<file path="config.mk">
export PLATFORM = sky130hd
export DESIGN_NAME = evt_flag_gate
export DESIGN_NICKNAME = d
export VERILOG_FILES = /design/src/rtl/evt_gate_pkg.sv /design/src/rtl/evt_soc_chan.sv /design/src/rtl/evt_int_gate.sv /design/src/rtl/evt_regif.sv /design/src/rtl/evt_flag_gate.sv
export SDC_FILE = /design/constraint.sdc
export NUM_CORES = 1
export LEC_CHECK = 0
export ABC_AREA = 1
export BUFFER_PORTS_ARGS = -buffer_cell sky130_fd_sc_hd__buf_4
export CORE_UTILIZATION = 38
export DETAILED_ROUTE_END_ITERATION = 12
export GPL_TIMING_DRIVEN = 0
export PLACE_DENSITY = 0.81
export SYNTH_ARGS = -nofsm -noshare
export SYNTH_HDL_FRONTEND = slang
export SYNTH_SLANG_ARGS = --single-unit
</file>
<file path="constraint.sdc">
create_clock -name clk -period 1.9 [get_ports clk]
set_input_delay 0.095 -clock clk [delete_from_list [all_inputs] [get_ports clk]]
set_output_delay 0.095 -clock clk [all_outputs]
set_load 0.03 [all_outputs]
</file>
<file path="src/rtl/evt_gate_pkg.sv">
package evt_gate_pkg;
  localparam int REG_W    = 16;
  localparam int BIT_INT  = 0;
  localparam int BIT_SOCA = 2;
  localparam int BIT_SOCB = 3;
  localparam int NUM_SOC  = 2;
endpackage

</file>
<file path="src/rtl/evt_soc_chan.sv">
module evt_soc_chan (
  input  logic clk,
  input  logic rst_n,
  input  logic evt,
  input  logic clr,
  output logic pulse,
  output logic flag
);
  always_ff @(posedge clk or negedge rst_n) begin
    if (!rst_n) begin
      pulse <= 1'b0;
      flag  <= 1'b0;
    end else begin
      pulse <= evt;
      // a strobe in the same cycle as a clear keeps the flag set
      flag  <= evt | (flag & ~clr);
    end
  end
endmodule

</file>
<file path="src/rtl/evt_int_gate.sv">
module evt_int_gate (
  input  logic clk,
  input  logic rst_n,
  input  logic evt,
  input  logic clr,
  output logic pulse,
  output logic flag,
  output logic pending
);
  logic fire_d, flag_d, pend_d;

  always_comb begin
    fire_d = 1'b0;
    flag_d = flag & ~clr;
    pend_d = pending;
    if (clr && pending) begin
      // release held interrupt; coincident strobe is dropped
      fire_d = 1'b1;
      flag_d = 1'b1;
      pend_d = 1'b0;
    end else if (evt && (!flag || clr)) begin
      fire_d = 1'b1;
      flag_d = 1'b1;
    end else if (evt) begin
      pend_d = 1'b1;
    end
  end

  always_ff @(posedge clk or negedge rst_n) begin
    if (!rst_n) begin
      pulse   <= 1'b0;
      flag    <= 1'b0;
      pending <= 1'b0;
    end else begin
      pulse   <= fire_d;
      flag    <= flag_d;
      pending <= pend_d;
    end
  end
endmodule

</file>
<file path="src/rtl/evt_regif.sv">
module evt_regif
  import evt_gate_pkg::*;
#(
  parameter int ADDR_W    = 4,
  parameter int FLAG_ADDR = 0,
  parameter int CLR_ADDR  = 1
) (
  input  logic              clk,
  input  logic              rst_n,
  input  logic [ADDR_W-1:0] addr,
  input  logic              wr,
  input  logic [REG_W-1:0]  wdata,
  input  logic              flag_int,
  input  logic              flag_soca,
  input  logic              flag_socb,
  output logic              clr_int,
  output logic              clr_soca,
  output logic              clr_socb,
  output logic [REG_W-1:0]  rdata
);
  localparam logic [ADDR_W-1:0] A_FLAG = ADDR_W'(FLAG_ADDR);
  localparam logic [ADDR_W-1:0] A_CLR  = ADDR_W'(CLR_ADDR);

  logic             clr_hit;
  logic [REG_W-1:0] flag_word;

  assign clr_hit  = wr && (addr == A_CLR);
  assign clr_int  = clr_hit & wdata[BIT_INT];
  assign clr_soca = clr_hit & wdata[BIT_SOCA];
  assign clr_socb = clr_hit & wdata[BIT_SOCB];

  always_comb begin
    flag_word           = '0;
    flag_word[BIT_INT]  = flag_int;
    flag_word[BIT_SOCA] = flag_soca;
    flag_word[BIT_SOCB] = flag_socb;
  end

  always_ff @(posedge clk or negedge rst_n) begin
    if (!rst_n) rdata <= '0;
    else if (addr == A_FLAG) rdata <= flag_word;
    else rdata <= '0;
  end
endmodule

</file>
<file path="src/rtl/evt_flag_gate.sv">
module evt_flag_gate
  import evt_gate_pkg::*;
#(
  parameter int ADDR_W    = 4,
  parameter int FLAG_ADDR = 0,
  parameter int CLR_ADDR  = 1
) (
  input  logic              clk,
  input  logic              rst_n,
  input  logic              int_evt,
  input  logic              soca_evt,
  input  logic              socb_evt,
  input  logic [ADDR_W-1:0] reg_addr,
  input  logic              reg_wr,
  input  logic [REG_W-1:0]  reg_wdata,
  output logic [REG_W-1:0]  reg_rdata,
  output logic              int_pulse,
  output logic              soca_pulse,
  output logic              socb_pulse
);
  logic               flag_int, int_pend, clr_int;
  logic [NUM_SOC-1:0] soc_evt, soc_clr, soc_pulse, soc_flag;

  assign soc_evt    = {socb_evt, soca_evt};
  assign soca_pulse = soc_pulse[0];
  assign socb_pulse = soc_pulse[1];

  evt_regif #(.ADDR_W(ADDR_W), .FLAG_ADDR(FLAG_ADDR), .CLR_ADDR(CLR_ADDR)) u_regs (
    .clk(clk), .rst_n(rst_n), .addr(reg_addr), .wr(reg_wr), .wdata(reg_wdata),
    .flag_int(flag_int), .flag_soca(soc_flag[0]), .flag_socb(soc_flag[1]),
    .clr_int(clr_int), .clr_soca(soc_clr[0]), .clr_socb(soc_clr[1]),
    .rdata(reg_rdata)
  );

  evt_int_gate u_int (
    .clk(clk), .rst_n(rst_n), .evt(int_evt), .clr(clr_int),
    .pulse(int_pulse), .flag(flag_int), .pending(int_pend)
  );

  for (genvar g = 0; g < NUM_SOC; g++) begin : g_soc
    evt_soc_chan u_chan (
      .clk(clk), .rst_n(rst_n), .evt(soc_evt[g]), .clr(soc_clr[g]),
      .pulse(soc_pulse[g]), .flag(soc_flag[g])
    );
  end
endmodule

</file>
==> metrics.txt <==
outcome completed; RSZ-0062 raised after global routing false; final hold violation count 0; synth top area cells dfrtp_1, buf_4, nand2_1, inv_1, nor2_4; clock root buffer clkbuf_4; sw frac 29.5%; share of cells above drive strength 1 42.9%; GPL Wtd Cong 0.661; Area growth syn-to-layout 50.1%; Lkg Pwr 0.456 nW; via count 410; Setup Skew 0.00382 ns; critical path, cell by cell buf_4; Comb pwr share 23.8%; Yosys top cell by area dfrtp_1; Post-synth ARST share 100%; Seq/Total Area, Yosys 50.1%; Initial Utilization 43.2%; clock share of power 30.3%; Die Wd 38.2 microns; routed len/inst 9.21 microns; Mapped Area 499 sq um; Tcrit/Tclk final 47.3%; H-tree levels 1; Max IR drop VDD 0.368 mV; Startpoint Class flip-flop; Multi-input gate area 166 sq um; first-pass GRT wire length 1520 microns; core area 1160 sq um; GR Overflow Total 0; global-route usage over all layers 16.6%; switching power 0.000142 W; antenna violations before repair 0; Port Buf Inserts 18; vias in the first global route 385; Max Cap Violations 0; Final Util 64.8%; fin. max-slew vios 0; Iter 0 DRT Violations 7; Worst-Skew Late Latency 0.27 ns; Hold Path Class in -> reg; fmax 1110 MHz; pin count of the biggest net entering global routing 11; Critical path buffers and inverters 1; #FFs+latches synth 10; Warnings, synthesis 0; CTS tree done; pwr/cell area 641 nW/um^2; Seq pwr share 45.9%; Mean Syn Cell Area 9.08 sq um; post-synthesis instance total 55; die height 38.2 microns; post-synth cell types 13; # DRC 0; Max stage delay on crit path 0.37 ns; Die ar. 1460 sq um; Reg clk slew, reported paths 0.06 ns; Worst EP arrival 0.80 ns; Synth top area share 50.1%; Setup TNS Final 0 ns; post-layout min period 0.899 ns; Longest Clk Path Bufs 2; Data required, critical path 1.80 ns; antenna-violating nets left 0; critical path's top delay family flip-flops; # rows 12; Routed WL 967 microns; Post-synth EDFFs 0; Crit Path Category reg -> out; final setup violation count 0; top-count cell post-synth buf_4; CTS buffer count 3; Setup crit end kind primary output; top cells by count, synth buf_4, dfrtp_1, nand2_1; slowest CP cell dfrtp_1; IO Count 45; antenna cells 0; Reg area 250 sq um; internal power 0.000339 W; Clock Sinks 10; drt pass-1 iters 4; Filler cells 95; final net count 119; routed vias/inst 3.90; Post-CTS Setup Repair Bufs 0; Top FF cell, synth dfrtp_1; maximum fanout along the worst path 1
## logic make-up after synthesis
| kind of cell | after synthesis | share of synthesized area (%) |
|---|---|---|
| AOI/OAI and AO/OA | 2 | 2.01 |
| buffers and inverters | 21 | 25.6 |
| DFF | 10 | 50.1 |
| other | 1 | 0.751 |
| and+or+nand+nor | 21 | 21.6 |
## routing by layer
metal	global-route usage [%]	wire, microns	share of wire (%)	vias up
li1	-	-	-	212
met1	13.6	305	32	176
met2	31.4	563	58	17
met3	6.98	67	6.9	5
met4	10.7	30	3.1	0
met5	0	0	0	-
## layout make-up
cell class,count,area share (%)
clock buffer,3,3.01
timing repair buffer,21,22.0
sequential,10,33.4
inverter,8,4.01
buffer,13,13.0
tap,14,2.34
multi-input combinational,36,22.2
## per-stage QoR
stage	setup slack (ns)	std cells	hold slack (ns)	total power, W	instance area, sq um
2_1_floorplan	1.25	67	-0.201	0.000298	544
3_3_place_gp	1.09	99	-0.0737	0.000332	697
3_5_place_dp	1.10	99	-0.0712	0.000333	697
4_1_cts	0.993	105	0.0249	0.000482	749
5_1_grt	0.977	105	0.0386	0.000504	749
6_report	1.00	105	0.0260	0.000481	749
## cell usage in the layout (no fill, tap or decap), drive strengths merged
| cell type | instances |
|---|---|
| clkbuf | 3 |
| buf | 31 |
| dfrtp | 10 |
| a21oi | 2 |
| nand2 | 11 |
| conb | 13 |
| nand3 | 3 |
| nor2 | 6 |
| dlygate4sd3 | 3 |
| nand4 | 1 |
| inv | 8 |
## state kept, by name, indices dropped and copies added, names as in the netlist
register / cells
g_soc.u_chan.flag: 2
g_soc.u_chan.pulse: 2
u_int.flag: 1
u_int.pending: 1
u_int.pulse: 1
u_regs.rdata: 3
## worst paths after layout
| kind | from | slack, ns | cells after the start | endpoint |
|---|---|---|---|---|
| max | g_soc[0].u_chan.pulse$_DFF_PN0_ | 1.00 | 1 | soca_pulse |
| min in group asynchronous | rst_n | 0.19 | 2 | u_regs.rdata[0]$_DFF_PN0_ |
| max in group asynchronous | rst_n | 1.57 | 2 | u_int.pulse$_DFF_PN0_ |
| min reg2reg | g_soc[0].u_chan.flag$_DFF_PN0_ | 0.48 | 2 | g_soc[0].u_chan.flag$_DFF_PN0_ |
| max reg2reg | u_int.flag$_DFF_PN0_ | 1.19 | 2 | u_int.pending$_DFFE_PN0P_ |
| min | reg_wdata[0] | 0.03 | 2 | u_int.pending$_DFFE_PN0P_ |
## power by group through the flow
stage	sequential, W	clock [W]	combinational (W)
after CTS	0.000221	0.000148	0.000114
after floorplan	0.000233	0	0.0000648
after global placement	0.000224	0	0.000108
after global routing	0.000221	0.000160	0.000123
final	0.000221	0.000146	0.000115
after detailed placement	0.000225	0	0.000109
## timing repair
action | CTS | global route
endpoints found under the hold margin | 12 | 0
setup endpoints to repair | 0 | 0
resized for setup | 0 | 0
hold buffers | 3 | 0
(Power assumes the default switching activity.)
